## config.mk

```make
export PLATFORM = sky130hd
export DESIGN_NAME = rpr_fir_guard
export DESIGN_NICKNAME = d
export VERILOG_FILES = /design/src/rtl/rpr_pkg.sv /design/src/rtl/rpr_window.sv /design/src/rtl/rpr_mac.sv /design/src/rtl/rpr_select.sv /design/src/rtl/rpr_fir_guard.sv
export SDC_FILE = /design/constraint.sdc
export NUM_CORES = 1
export LEC_CHECK = 0
export CAP_MARGIN = 20
export CORE_UTILIZATION = 45
export CTS_CLUSTER_DIAMETER = 100
export DETAILED_ROUTE_END_ITERATION = 8
export PLACE_DENSITY = 0.72
export SYNTH_ARGS = -nofsm -noshare
export SYNTH_HDL_FRONTEND = slang
export SYNTH_HIERARCHICAL = 1
export SYNTH_SLANG_ARGS = --single-unit
```

## constraint.sdc

```tcl
create_clock -name clk -period 7.5 [get_ports clk]
set_input_delay 1.125 -clock clk [delete_from_list [all_inputs] [get_ports clk]]
set_output_delay 1.125 -clock clk [all_outputs]
set_load 0.01 [all_outputs]
```

## src/rtl/rpr_pkg.sv

```systemverilog
package rpr_pkg;

    // Width of every filter coefficient.
    parameter int COEF_W = 8;

    // Fill tracking for the tap window.
    typedef enum logic [1:0] {
        FILL_EMPTY   = 2'd0,
        FILL_PARTIAL = 2'd1,
        FILL_STREAM  = 2'd2
    } fill_state_e;

    // Coefficient of tap idx, generated instead of tabulated.
    function automatic logic signed [COEF_W-1:0] tap_coef(input int idx);
        int v;
        v = ((idx * 53 + 29) % 255) - 127;
        return COEF_W'(v);
    endfunction

endpackage

```

## src/rtl/rpr_window.sv

```systemverilog
module rpr_window #(
    parameter int NTAPS = 4,
    parameter int DW    = 8,
    parameter int ACC_W = 18
) (
    input  logic                    clk,
    input  logic                    rst_n,
    input  logic                    in_valid,
    input  logic signed [DW-1:0]    in_sample,
    input  logic [ACC_W-1:0]        in_fault,
    output logic signed [DW-1:0]    taps [NTAPS],
    output logic                    win_valid,
    output logic [ACC_W-1:0]        win_fault
);
    import rpr_pkg::*;

    localparam int FILL_W = $clog2(NTAPS) + 1;
    localparam logic [FILL_W-1:0] LAST_FILL = FILL_W'(NTAPS - 1);

    fill_state_e       state_q, state_d;
    logic [FILL_W-1:0] fill_q, fill_d;
    logic              emit;

    // State register.
    always_ff @(posedge clk) begin
        if (!rst_n) begin
            state_q <= FILL_EMPTY;
            fill_q  <= '0;
        end else begin
            state_q <= state_d;
            fill_q  <= fill_d;
        end
    end

    // Next state and emit decision.
    always_comb begin
        state_d = state_q;
        fill_d  = fill_q;
        emit    = 1'b0;
        unique case (state_q)
            FILL_EMPTY: begin
                if (in_valid) begin
                    fill_d  = FILL_W'(1);
                    state_d = FILL_PARTIAL;
                end
            end
            FILL_PARTIAL: begin
                if (in_valid) begin
                    if (fill_q == LAST_FILL) begin
                        state_d = FILL_STREAM;
                        emit    = 1'b1;
                    end else begin
                        fill_d = fill_q + FILL_W'(1);
                    end
                end
            end
            FILL_STREAM: begin
                emit = in_valid;
            end
            default: begin
                state_d = FILL_EMPTY;
                fill_d  = '0;
            end
        endcase
    end

    // Delay line, newest sample in taps[0].
    always_ff @(posedge clk) begin
        if (!rst_n) begin
            for (int i = 0; i < NTAPS; i++) taps[i] <= '0;
        end else if (in_valid) begin
            taps[0] <= in_sample;
            for (int i = 1; i < NTAPS; i++) taps[i] <= taps[i-1];
        end
    end

    // Sideband travelling with the window.
    always_ff @(posedge clk) begin
        if (!rst_n) begin
            win_valid <= 1'b0;
            win_fault <= '0;
        end else begin
            win_valid <= emit;
            win_fault <= in_valid ? in_fault : '0;
        end
    end

endmodule

```

## src/rtl/rpr_mac.sv

```systemverilog
module rpr_mac #(
    parameter int NTAPS = 4,
    parameter int DW    = 8,
    parameter int ACC_W = 18,
    parameter int TRUNC = 0
) (
    input  logic                     clk,
    input  logic                     rst_n,
    input  logic signed [DW-1:0]     taps [NTAPS],
    output logic signed [ACC_W-1:0]  sum_q
);
    import rpr_pkg::*;

    localparam int XW    = DW - TRUNC;
    localparam int KW    = COEF_W - TRUNC;
    localparam int PW    = XW + KW;
    localparam int ALIGN = 2 * TRUNC;

    logic signed [PW-1:0]    prod [NTAPS];
    logic signed [ACC_W-1:0] acc;

    // One product per tap on the kept upper bits.
    for (genvar g = 0; g < NTAPS; g++) begin : g_tap
        localparam logic signed [COEF_W-1:0] CF = tap_coef(g);
        logic signed [XW-1:0] xs;
        logic signed [KW-1:0] ks;
        assign xs = $signed(taps[g][DW-1:TRUNC]);
        assign ks = $signed(CF[COEF_W-1:TRUNC]);
        assign prod[g] = PW'(xs) * PW'(ks);
    end

    always_comb begin
        acc = '0;
        for (int i = 0; i < NTAPS; i++) acc = acc + ACC_W'(prod[i]);
    end

    // Registered sum, moved back to the full-precision scale.
    always_ff @(posedge clk) begin
        if (!rst_n) sum_q <= '0;
        else        sum_q <= acc <<< ALIGN;
    end

endmodule

```

## src/rtl/rpr_select.sv

```systemverilog
module rpr_select #(
    parameter int ACC_W  = 18,
    parameter int CNT_W  = 4,
    parameter int THRESH = 4096
) (
    input  logic                     clk,
    input  logic                     rst_n,
    input  logic                     sum_valid,
    input  logic signed [ACC_W-1:0]  main_sum,
    input  logic signed [ACC_W-1:0]  rep_sum,
    input  logic [ACC_W-1:0]         fault,
    output logic                     out_valid,
    output logic signed [ACC_W-1:0]  out_sample,
    output logic                     out_err,
    output logic [CNT_W-1:0]         err_count
);
    localparam logic [ACC_W:0]     LIMIT   = (ACC_W+1)'(THRESH);
    localparam logic [CNT_W-1:0]   CNT_MAX = '1;

    logic signed [ACC_W-1:0] hit_sum;
    logic signed [ACC_W:0]   diff;
    logic [ACC_W:0]          mag;
    logic                    mismatch;

    assign hit_sum  = main_sum ^ fault;
    assign diff     = {hit_sum[ACC_W-1], hit_sum} - {rep_sum[ACC_W-1], rep_sum};
    assign mag      = diff[ACC_W] ? (~diff + 1'b1) : diff;
    assign mismatch = mag > LIMIT;

    always_ff @(posedge clk) begin
        if (!rst_n) begin
            out_valid  <= 1'b0;
            out_sample <= '0;
            out_err    <= 1'b0;
        end else begin
            out_valid <= sum_valid;
            out_err   <= sum_valid && mismatch;
            if (sum_valid) out_sample <= mismatch ? rep_sum : hit_sum;
        end
    end

    always_ff @(posedge clk) begin
        if (!rst_n)                                            err_count <= '0;
        else if (sum_valid && mismatch && err_count != CNT_MAX) err_count <= err_count + 1'b1;
    end

endmodule

```

## src/rtl/rpr_fir_guard.sv

```systemverilog
module rpr_fir_guard #(
    parameter int NTAPS   = 4,
    parameter int DW      = 8,
    parameter int RW      = 6,
    parameter int CNT_W   = 4,
    parameter int THRESH  = 4096,
    localparam int ACC_W  = DW + rpr_pkg::COEF_W + $clog2(NTAPS)
) (
    input  logic                    clk,
    input  logic                    rst_n,
    input  logic                    in_valid,
    input  logic signed [DW-1:0]    in_sample,
    input  logic [ACC_W-1:0]        fault_mask,
    output logic                    out_valid,
    output logic signed [ACC_W-1:0] out_sample,
    output logic                    out_err,
    output logic [CNT_W-1:0]        err_count
);
    localparam int DROP = DW - RW;

    logic signed [DW-1:0]    taps [NTAPS];
    logic                    win_valid;
    logic [ACC_W-1:0]        win_fault;
    logic signed [ACC_W-1:0] main_sum_q;
    logic signed [ACC_W-1:0] rep_sum_q;
    logic                    valid_q2;
    logic [ACC_W-1:0]        fault_q2;

    rpr_window #(.NTAPS(NTAPS), .DW(DW), .ACC_W(ACC_W)) u_window (
        .clk       (clk),
        .rst_n     (rst_n),
        .in_valid  (in_valid),
        .in_sample (in_sample),
        .in_fault  (fault_mask),
        .taps      (taps),
        .win_valid (win_valid),
        .win_fault (win_fault)
    );

    rpr_mac #(.NTAPS(NTAPS), .DW(DW), .ACC_W(ACC_W), .TRUNC(0)) u_main (
        .clk   (clk),
        .rst_n (rst_n),
        .taps  (taps),
        .sum_q (main_sum_q)
    );

    rpr_mac #(.NTAPS(NTAPS), .DW(DW), .ACC_W(ACC_W), .TRUNC(DROP)) u_shadow (
        .clk   (clk),
        .rst_n (rst_n),
        .taps  (taps),
        .sum_q (rep_sum_q)
    );

    // Sideband aligned with the registered sums.
    always_ff @(posedge clk) begin
        if (!rst_n) begin
            valid_q2 <= 1'b0;
            fault_q2 <= '0;
        end else begin
            valid_q2 <= win_valid;
            fault_q2 <= win_fault;
        end
    end

    rpr_select #(.ACC_W(ACC_W), .CNT_W(CNT_W), .THRESH(THRESH)) u_select (
        .clk        (clk),
        .rst_n      (rst_n),
        .sum_valid  (valid_q2),
        .main_sum   (main_sum_q),
        .rep_sum    (rep_sum_q),
        .fault      (fault_q2),
        .out_valid  (out_valid),
        .out_sample (out_sample),
        .out_err    (out_err),
        .err_count  (err_count)
    );

endmodule

```

Word-level counts from Yosys, hierarchy flattened
Cells that the tools add are included.

operators by class
  add/subtract/negate cells = 10
  multipliers = 6
  div/mod/pow operators = 0
  order comparisons = 1
  eq/ne operators = 8
  shift-type cells = 0
  muxes and demuxes = 13
  bitwise gates (word level) = 3
  reductions and logical operators = 6

operators with widths
  kind                                                   number
  multiplier 8 x 7 -> 15 bit (second input constant)     3
  adder 19 x 1 -> 19 bit (second input constant)         1
  > comparator 19 x 13 -> 1 bit (second input constant)  1
  2-to-1 mux 19 bit                                      1
  inverter 19 bit                                        1
  subtractor 18 x 18 -> 19 bit                           1
  adder 17 x 11 -> 18 bit                                1
  adder 18 x 15 -> 18 bit                                1
  2-to-1 mux 18 bit                                      1
  XOR 18 bit                                             1
  adder 16 x 15 -> 17 bit                                1
  adder 13 x 7 -> 14 bit                                 1
  adder 14 x 11 -> 14 bit                                1
  adder 12 x 11 -> 13 bit                                1
  multiplier 6 x 6 -> 12 bit (second input constant)     1
  multiplier 6 x 5 -> 11 bit (second input constant)     1
  multiplier 6 x 3 -> 9 bit (second input constant)      1
  2-to-1 mux 3 bit                                       3
  one-hot mux 3 bit (3 select lines)                     1
  AND reduction 4 bit                                    2
  2-to-1 mux 2 bit                                       3
  inequality test 2 bit (second input constant)          3
  one-hot mux 2 bit (3 select lines)                     1
  adder 4 x 1 -> 4 bit (second input constant)           1
  12 further kinds                                       14

storage, ports and cells
  register bits = 135
  bits in latches = 0
  bits in writable memories = 0
  memory bits (read-only) = 0
  input bits = 29
  output and inout bits = 24
  logic and storage cells = 64
  memories = 0

Logic depth before layout (Yosys ltp)
Gate-level depths: netlist of run 1.

  word-level depth = 8
  gate-level depth with buffers = 29
  depth with buffers taken out = 28

Hierarchy
The synthesis of run 1 kept the hierarchy.

modules (own cells, without submodules)
  module              times used  cells each  area an instance (sq um)  seq. area each (sq um)
  rpr_mac (u_main)    1           588         5756.8                    360.3
  rpr_mac (u_shadow)  1           305         3101.7                    280.3
  rpr_select          1           374         2957.8                    480.5
  rpr_window          1           183         2055.7                    1121.1
  rpr_fir_guard       1           39          529.3                     380.4

Worst setup path after synthesis of run 1
OpenSTA, ideal clock, no wires.

  path type = register -> register
  start = register u_window/taps[28] (netlist name)
  end = register u_main.sum_q[17]
  library setup time = 123 ps
  arrival time = 7011 ps
  data required time = 7377 ps
  slack = 366 ps
  stages on the path, launching flop included = 27
  buffers on the path = 0
  period minus slack after synthesis = 7134 ps
  cells stage by stage = dfxtp_1 > inv_1 > fa_1 > inv_1 > fa_1 > inv_1 > fa_1 > fa_1 > inv_1 > ha_1 > and2_1 > a311o_1 > a41oi_2 > mux2i_1 > nand3_1 > ha_1 > inv_1 > fa_1 > fa_1 > fa_1 > inv_1 > ha_1 > a21oi_1 > o21ai_0 > a21oi_1 > o21ai_1 > mux2_1

between the ends
  cells in the longest elaborated chain, start to end = 4

ends and longest elaborated chain
  element                     RTL line          RTL
  from (decl)                 rpr_window.sv:11  output logic signed [DW-1:0] taps [NTAPS],
  multiplier 8 x 7 -> 15 bit  rpr_mac.sv:29     assign prod[g] = PW'(xs) * PW'(ks);
  adder 16 x 15 -> 17 bit     rpr_mac.sv:34     for (int i = 0; i < NTAPS; i++) acc = acc + ACC_W'(prod[i]);
  adder 17 x 11 -> 18 bit     rpr_mac.sv:34
  adder 18 x 15 -> 18 bit     rpr_mac.sv:34
  to (signal assigned)        rpr_mac.sv:40     else sum_q <= acc <<< ALIGN;
  to (decl)                   rpr_mac.sv:10     output logic signed [ACC_W-1:0] sum_q

Every way passes these cells.
A chain may end at the register's enable or synchronous reset.

Worst setup path after layout of run 1
  start = register u_window/taps[30] (netlist name)
  end = register u_main.sum_q[14]

The elaborated chain is that of the path after synthesis.

==> impl_metrics.json, run 1 <==
{
  "gr-usage-all-layers": 0.191,
  "cp.arrival_ps": 7490,
  "worstPathBufferInverterCount": 6,
  "drtAntennaViolNets": 0,
  "p_sw_frac": 0.476,
  "reg2reg_slack_ps": 360,
  "endpoint_kind": "register",
  "ys_types": 86,
  "fp.dieH_um": 181,
  "critical-path-slowest-cell": "fa_1",
  "async_flop_share": 0,
  "viasPerCell": 5.26,
  "dp_slack_ps": 256,
  "portBuffers": 52,
  "crit_path_start_kind": "register",
  "synth_ff_type": "dfxtp_1",
  "synth_edf_count": 0,
  "min-delay-start": "u_window/win_fault[16]",
  "syn_area_um2": 14400,
  "grt_max_degree": 100,
  "worstSetupPathType": "register to register",
  "p_clk_frac": 0.158,
  "critPathLaunch": "u_window/taps[30]",
  "r2r-end": "u_main/sum_q[14]",
  "first_iter_violations": 629,
  "worstHoldPathCells": 1,
  "grt_pass1_wl_mm": 50.3,
  "wire_per_inst_um": 15.6,
  "netlist_top_cells_count": "inv_1, ha_1, fa_1, dfxtp_1, mux2i_1",
  "nets": 1935,
  "rsz0062_at_grt": "no",
  "yosysMostFrequentCell": "inv_1",
  "synth_top_area_cell": "fa_1",
  "hpwl_mm": 23.7,
  "total_power_mw": 5.57,
  "switchingPower_mw": 2.65,
  "grt_antenna_before_repair": 0,
  "grt_pass1_vias": 10400,
  "multiInputGateArea_um2": 10500,
  "overflow": 0,
  "worst_slew_pin_slew_ps": 851,
  "synth_warnings": 6,
  "drive_gt1_frac": 0.0646,
  "hold_end": "fault_q2[16]",
  "skew_ps": 19.1,
  "drtPass1Iterations": 6,
  "critPathTopFamily": "adder cells",
  "worst_skew_pair.late_latency_ps": 440,
  "synth-seq-cells": 131,
  "cts_sinks": 131,
  "clk_pin_slew_worst_paths_ps": 80,
  "path_cells": "inv_1 > fa_1 > inv_1 > fa_1 > inv_1 > fa_1 > fa_1 > inv_1 > ha_2 > and2_1 > a311o_1 > a41oi_2 > xnor2_1 > ha_1 > fa_1 > inv_1 > fa_1 > fa_1 > inv_1 > ha_1 > and3_1 > a2111oi_2 > o2bb2ai_1 > mux2i_1",
  "p_comb_frac": 0.690,
  "p_int_mw": 2.92,
  "cp_data_required_time_ps": 7850,
  "worstReg2RegStart": "u_window/taps[30]",
  "synthCells": 1489,
  "place.gp.congestion": 0.895,
  "p_seq_frac": 0.151,
  "reg2regPathDepth": 24,
  "synth.area.top_cells": "fa_1, dfxtp_1, ha_1",
  "layout_min_cycle_time_ps": 7140,
  "seq_area_frac_synth": 0.182,
  "synth_area_per_cell_um2": 9.67,
  "cp_max_fo": 7,
  "drc": 0,
  "area_growth_pct": 10.6,
  "power_leakage_nw": 7.85,
  "netlist.area_leader.share": 0.228,
  "tns_ps": 0,
  "rows": 65,
  "maxCapViolCount": 0,
  "slew_violations": 0,
  "cts_tree": "yes",
  "clockBufferDepth": 2,
  "numCtsBuffers": 17,
  "outcome": "complete, no violations",
  "fp.dieArea_um2": 32700,
  "timing.fmax_ghz": 0.140,
  "num_antenna_cells": 0,
  "core_area_um2": 31600,
  "powerDensity_nw_per_um2": 350,
  "max_stage_delay_ps": 540,
  "num-fill-cells": 2866,
  "floorplan.initialDensity": 0.456,
  "maxSlewHeadroom": 0.433,
  "ir_worst_vdd_v": 0.000268,
  "hold_viol_final": 0,
  "cts_setup_buffers": 0,
  "fin_crit_sh": 0.952,
  "hp-class": "register to register",
  "wirelength_mm": 30.5,
  "h-tree-depth": 4,
  "ios": 53,
  "register_area_um2": 2620,
  "hold-worst-slack_ps": 438,
  "layout_setup_ws_ps": 359,
  "via_count": 10300,
  "critPathMostFrequentCell": "fa_1",
  "setup_viol": 0,
  "dieWidth_um": 181,
  "clockRootBuffer": "clkbuf_16"
}
## state kept, by name, indices dropped and copies added, names as in the netlist
signal,flops
u_window/taps,32
fault_q2,18
u_main/sum_q,18
u_select/out_sample,18
u_window/win_fault,18
u_shadow/sum_q,14
u_select/err_count,4
u_window/fill_q,3
u_window/state_q,2
u_select/out_err,1
u_select/out_valid,1
u_window/win_valid,1
valid_q2,1
## power groups by stage
stage / clock network [mW] / registers (mW) / logic [mW]
after floorplan: 0 / 0.837 / 3.07
after global placement: 0 / 0.857 / 3.67
after detailed placement: 0 / 0.859 / 3.76
after CTS: 0.898 / 0.844 / 3.79
after global routing: 0.924 / 0.850 / 4.31
final: 0.883 / 0.842 / 3.85
## timing repair
item                       CTS  global route
hold buffers                 0             0
setup endpoints to repair    0             2
resized for setup            0             7
## cell families (layout without fill, tap and decap cells)
kind of cell,Yosys count,after routing,synth area share
adders and majority gates,372,372,0.409
buffers and inverters,328,383,0.0902
and+or+nand+nor,324,324,0.130
AOI/OAI and AO/OA,197,197,0.101
DFF,131,131,0.182
xor gates and xnor gates,80,80,0.0492
muxes,55,55,0.0384
other,2,5,0.000521
## final cells by class
| type | instances | share of cell area |
|---|---|---|
| Clock buffer | 17 | 0.0267 |
| Clock inverter | 15 | 0.0115 |
| Inverter | 287 | 0.0676 |
| Multi-Input combinational cell | 1033 | 0.660 |
| Sequential cell | 131 | 0.165 |
| Tap cell | 402 | 0.0316 |
| Timing Repair Buffer | 64 | 0.0379 |
## cells in the final DEF, fill, tap and decap left out, types with 5 or more instances in the layout
cell             count
nand4_1              7
and2_1              27
nand3_1             41
a311o_1             17
clkdlybuf4s50_1     50
and2_2              15
and3_1              28
a211oi_1             9
fa_1               164
inv_6                6
ha_1               205
nor2b_1             39
nor2_1              43
nand2b_1            13
and3b_1              9
mux2i_1             53
dfxtp_1            130
xnor2_1             48
inv_1              286
clkbuf_16           17
nand2_1             51
a21o_1              21
o211ai_1             7
nor3_1               6
a31oi_1             16
o21ai_0             26
a21oi_1             36
conb_1               5
o21a_1               8
and4_1               5
buf_4               13
nor3b_1             12
o21ai_1              9
xor2_1              31
o21bai_1             8
## metrics by stage
| step | std cells | utilization | instance area (um^2) |
|---|---|---|---|
| after floorplan | 1492 | - | 14400 |
| after global placement | 1917 | 0.485 | 15300 |
| after detailed placement | 1917 | 0.485 | 15300 |
| after CTS | 1949 | 0.504 | 15900 |
| after global routing | 1949 | 0.505 | 15900 |
| final | 1949 | 0.505 | 15900 |
## per-layer routing
layer,vias up,GRT usage,part of all wire
met1,5033,0.236,0.44
met2,199,0.344,0.51
met4,0,0.0612,0.021
met5,-,0,0
li1,4986,-,-
met3,40,0.0244,0.028
## worst max path at each step
stage                     slack (ps)                to  cells past startpoint
after floorplan                  370  u_main/sum_q[17]                     26
after global placement           370  u_main/sum_q[17]                     26
after detailed placement         260  u_main/sum_q[17]                     26
after CTS                        210  u_main/sum_q[17]                     26
after global routing              40  u_main/sum_q[17]                     28
final                            360  u_main/sum_q[14]                     24
Power figures use the tool's default switching activity.
==> run 2, diff against run 1 <==
SETUP_SLACK_MARGIN = 0.5   (was not set)
==> run 2 against run 1 <==
Against the previous run: total power up 7.5%; sequential power up 0.5%; via count increased by 1.3%; register-to-register slack improved by 340 ps; utilization up 0.78 points; combinational power increased by 12%; sequential share of layout area fell by 0.19 points; first-iteration DRC count fell by 0.64%; setup slack improved by 340 ps; largest power group unchanged; worst hold slack worse by 5.4 ps; die area did not move; global-route usage is 0.29 points higher.
==> impl_metrics.json, run 2 (synthesis results as in run 1) <==
{
  "wl_met3_um": 939,
  "drtPass1Iterations": 5,
  "critPathMostFrequentCell": "fa_1",
  "num_antenna_cells": 0,
  "wl_met1_mm": 13.6,
  "skew_ps": 20.8,
  "outcome": "complete, no violations",
  "top_register": "u_window/taps",
  "clk_pin_slew_worst_paths_ps": 70,
  "cp.arrival_ps": 7150,
  "cts_tree": "yes",
  "cts_sinks": 131,
  "power_leakage_nw": 7.88,
  "cp_data_required_time_ps": 7840,
  "clockRootBuffer": "clkbuf_16",
  "worstPathBufferInverterCount": 6,
  "critPathTopFamily": "adder cells",
  "gr-usage-all-layers": 0.194,
  "powerDensity_nw_per_um2": 370,
  "worst_skew_pair.late_latency_ps": 430,
  "maxSlewHeadroom": 0.443,
  "critical-path-slowest-cell": "fa_1",
  "area_growth_pct": 12.3,
  "overflow": 0,
  "grt_antenna_before_repair": 0,
  "viasPerCell": 5.31,
  "fp.dieH_um": 181,
  "worst_slew_pin_slew_ps": 835,
  "dp_slack_ps": 170,
  "rsz0062_at_grt": "no",
  "cp_max_fo": 7,
  "grt_max_degree": 88,
  "path_cells": "inv_2 > fa_1 > inv_1 > fa_2 > inv_1 > fa_1 > fa_1 > inv_1 > ha_4 > and2_1 > a311o_1 > a41oi_2 > xnor2_1 > ha_1 > fa_1 > inv_1 > fa_1 > fa_1 > inv_1 > ha_4 > and3_4 > a2111oi_4 > o2bb2ai_2 > mux2i_1",
  "drc": 0,
  "first_iter_violations": 625,
  "final_common_cell": "inv_1",
  "crit_path_start_kind": "register",
  "setup_viol": 0,
  "hpwl_mm": 24.1,
  "wl_met2_mm": 15.5,
  "max_stage_delay_ps": 520,
  "hold-worst-slack_ps": 432,
  "fin_crit_sh": 0.907,
  "h-tree-depth": 4,
  "portBuffers": 52,
  "maxCapViolCount": 0,
  "ir_worst_vdd_v": 0.000297,
  "drtAntennaViolNets": 0,
  "hold_viol_final": 0,
  "worstSetupPathType": "register to register",
  "floorplan.initialDensity": 0.456,
  "layout_min_cycle_time_ps": 6800,
  "place.gp.congestion": 0.916,
  "endpoint_kind": "register",
  "fp.dieArea_um2": 32700,
  "tns_ps": 0,
  "largest_reg_flops": 32,
  "rows": 65,
  "hold_buffers": 0,
  "ios": 53,
  "drive_gt1_frac": 0.0887,
  "layout_setup_ws_ps": 695,
  "timing.fmax_ghz": 0.147,
  "dieWidth_um": 181,
  "reg2reg_slack_ps": 700,
  "final_cell_mix": "inv_1, ha_1, fa_1",
  "clockBufferDepth": 2,
  "grt_pass1_wl_mm": 51.1,
  "slew_violations": 0,
  "hp-class": "register to register",
  "numCtsBuffers": 17,
  "core_area_um2": 31600,
  "nets": 1943,
  "highest_layer": "met4",
  "grt_pass1_vias": 10600,
  "wire_per_inst_um": 15.9,
  "via_count": 10400,
  "wirelength_mm": 31.2
}
==> run 2: per-stage QoR <==
step,cell area (um^2),cells,power (mW),utilization
after floorplan,14400,1492,3.91,-
after global placement,15300,1918,4.52,0.485
after detailed placement,15300,1918,4.64,0.485
after CTS,16000,1951,5.67,0.506
after global routing,16200,1957,6.49,0.512
final,16200,1957,5.99,0.512
==> run 2: final timing paths <==
kind                      endpoint                    from  depth (start not counted)
hold reg to reg       fault_q2[13]  u_window/win_fault[13]                          1
hold / removal        fault_q2[13]  u_window/win_fault[13]                          1
setup reg to reg  u_main/sum_q[16]       u_window/taps[28]                         24
setup / recovery  u_main/sum_q[16]       u_window/taps[28]                         24
==> run 2: worst reg2reg max path: stages, from the launching register on <==
cell and delay (ps):
dfxtp_2 340, inv_2 50, fa_1 520, inv_1 50, fa_2 510, inv_1 60
fa_1 490, fa_1 510, inv_1 60, ha_4 240, and2_1 140, a311o_1 310
a41oi_2 210, xnor2_1 110, ha_1 320, fa_1 500, inv_1 60, fa_1 470
fa_1 500, inv_1 70, ha_4 240, and3_4 210, a2111oi_4 360, o2bb2ai_2 180
mux2i_1 220
==> run 2: repair_timing <==
| item | CTS | global route |
|---|---|---|
| pin swaps | 3 | 22 |
| resized for setup | 14 | 34 |
| endpoints found under the setup margin | 5 | 5 |
| gates cloned | 0 | 0 |
| buffers inserted | 1 | 6 |
==> run 2: layout make-up <==
class	count	area [um^2]
multi-input cells	1033	10700
clock buffers	17	425
clock inverters	15	164
well taps	402	503
flip-flops and latches	131	2630
repair buffers	72	676
inverters	287	1080
fillers	2806	15400
==> run 2: power by group <==
group | switching, mW | leakage, nW | internal, mW | total, mW
combinational | 2.42 | 6.52 | 1.87 | 4.30
sequential | 0.0604 | 1.07 | 0.785 | 0.846
clock | 0.376 | 0.286 | 0.473 | 0.849
total | 2.86 | 7.88 | 3.13 | 5.99
==> run 2: per-layer routing <==
layer  vias to the layer above  global-route usage
met5                         -                   0
met1                      5071               0.238
met2                       249               0.343
met3                        63              0.0230
met4                         0              0.0834
li1                       5011                   -
==> run 3, diff against run 2 <==
CORE_MARGIN = 2   (was not set)
==> run 3 against run 2 <==
Against the previous run: fmax is essentially flat; combinational power is essentially flat; cell count grew 0.10%; count of clock-buffer cells in the layout is the same; sequential share of layout area is essentially flat; cell area grew 0.15%.
==> impl_metrics.json, run 3 (synthesis results as in run 1) <==
{
  "outcome": "complete, no violations",
  "overflow": 0,
  "clk_pin_slew_worst_paths_ps": 80,
  "powerDensity_nw_per_um2": 371,
  "setup_viol": 0,
  "viasPerCell": 5.23,
  "first_iter_violations": 601,
  "worst_slew_pin_slew_ps": 857,
  "largest_reg_flops": 32,
  "dieWidth_um": 183,
  "slew_violations": 0,
  "grt_use_met2": 0.335,
  "gr-usage-all-layers": 0.192,
  "cts_sinks": 131,
  "num-fill-cells": 2829,
  "tns_ps": 0,
  "postLayoutCellArea_um2": 16200,
  "clockBufferDepth": 2,
  "final_common_cell": "inv_1",
  "worstSetupPathType": "register to register",
  "via_count": 10300,
  "cp_max_fo": 7,
  "fp.dieArea_um2": 33500,
  "hold_viol_final": 0,
  "ir_worst_vdd_v": 0.000364,
  "drtPass1Iterations": 6,
  "numCtsBuffers": 17,
  "layout_setup_ws_ps": 693,
  "hp-class": "register to register",
  "floorplan.initialDensity": 0.456,
  "ios": 53,
  "portBuffers": 52,
  "endpoint_kind": "register",
  "grt_pass1_wl_mm": 51.5,
  "nets": 1945,
  "wirelength_mm": 31.3,
  "num_antenna_cells": 0,
  "final_cell_mix": "inv_1, ha_1, fa_1",
  "h-tree-depth": 4,
  "clockRootBuffer": "clkbuf_16",
  "grt_max_degree": 85,
  "maxCapViolCount": 0,
  "fp.dieH_um": 183,
  "grt_antenna_before_repair": 1,
  "placed_area_um2": 15300,
  "layout_min_cycle_time_ps": 6810,
  "grtUsageMet3": 0.0272,
  "drtAntennaViolNets": 0,
  "drive_gt1_frac": 0.0886,
  "fin_crit_sh": 0.908,
  "timing.fmax_ghz": 0.147,
  "hold_buffers": 0,
  "drc": 0,
  "grt_pass1_vias": 10500,
  "rows": 65,
  "top_register": "u_window/taps",
  "final_util": 0.513,
  "rsz0062_at_grt": "no",
  "power_leakage_nw": 7.91,
  "hpwl_mm": 24.3,
  "grt_most_used_layer": "met2",
  "maxSlewHeadroom": 0.428,
  "wire_per_inst_um": 16.0,
  "total_power_mw": 6.01,
  "area_growth_pct": 12.5,
  "worst_skew_pair.late_latency_ps": 430,
  "place.gp.congestion": 0.900,
  "crit_path_start_kind": "register",
  "dp_slack_ps": 181,
  "cp.arrival_ps": 7140,
  "cp_data_required_time_ps": 7830,
  "skew_ps": 17.6,
  "grt_util_met1": 0.245,
  "cts_tree": "yes",
  "core_area_um2": 31600
}
==> run 3: final cells by class <==
class | count | area, um^2 | area share
clock buffers | 17 | 425 | 0.0263
multi-input cells | 1033 | 10700 | 0.660
inverters | 287 | 1080 | 0.0665
repair buffers | 74 | 686 | 0.0423
well taps | 402 | 503 | 0.0311
flip-flops and latches | 131 | 2640 | 0.163
clock inverters | 15 | 186 | 0.0115
==> run 3: worst max-delay path, cell delays in order, from the launching register on <==
cell     delay (ps)
dfxtp_2         330
inv_1            60
fa_1            530
inv_1            50
fa_1            480
inv_1            60
fa_1            480
fa_1            520
inv_1            60
ha_4            240
and2_1          130
a311o_1         310
a41oi_2         200
mux2i_1         210
nand3_1          90
ha_1            280
inv_1            40
fa_1            510
fa_2            460
fa_1            540
inv_1            60
ha_4            310
nand2_1          80
nor2_2          110
nand2_1          70
o21ai_1         170
mux2_4          310
==> run 3: timing repair <==
item,CTS,global route
setup endpoints to repair,5,6
gates resized for setup,14,30
pin swaps,2,19
setup buffers,0,7
gates cloned,0,0
hold endpoints to repair,0,0
==> run 3: layer usage <==
layer,vias to the layer above,wire (um)
met5,-,0
met4,0,834
met3,52,1210
met2,209,15400
met1,4990,13800
li1,5003,-
==> run 3: report_power, final <==
group,internal (mW),switching [mW]
clock network,0.508,0.380
registers,0.786,0.0632
logic,1.89,2.38
total,3.19,2.83
==> run 3: final timing paths <==
path / start / to / slack, ps / cells after the start
worst min register to register: u_window/win_fault[14] / fault_q2[14] / 440 / 1
worst max register to register: u_window/taps[28] / u_main/sum_q[17] / 690 / 26
worst max-delay path: u_window/taps[28] / u_main/sum_q[17] / 690 / 26
worst min-delay path: u_window/win_fault[14] / fault_q2[14] / 440 / 1
==> run 3: metrics by stage <==
| stage | hold slack [ps] | std cells |
|---|---|---|
| detailed placement | 418 | 1919 |
| floorplan | 412 | 1492 |
| global placement | 420 | 1919 |
| CTS | 440 | 1951 |
| global route | 450 | 1959 |
| finish | 436 | 1959 |
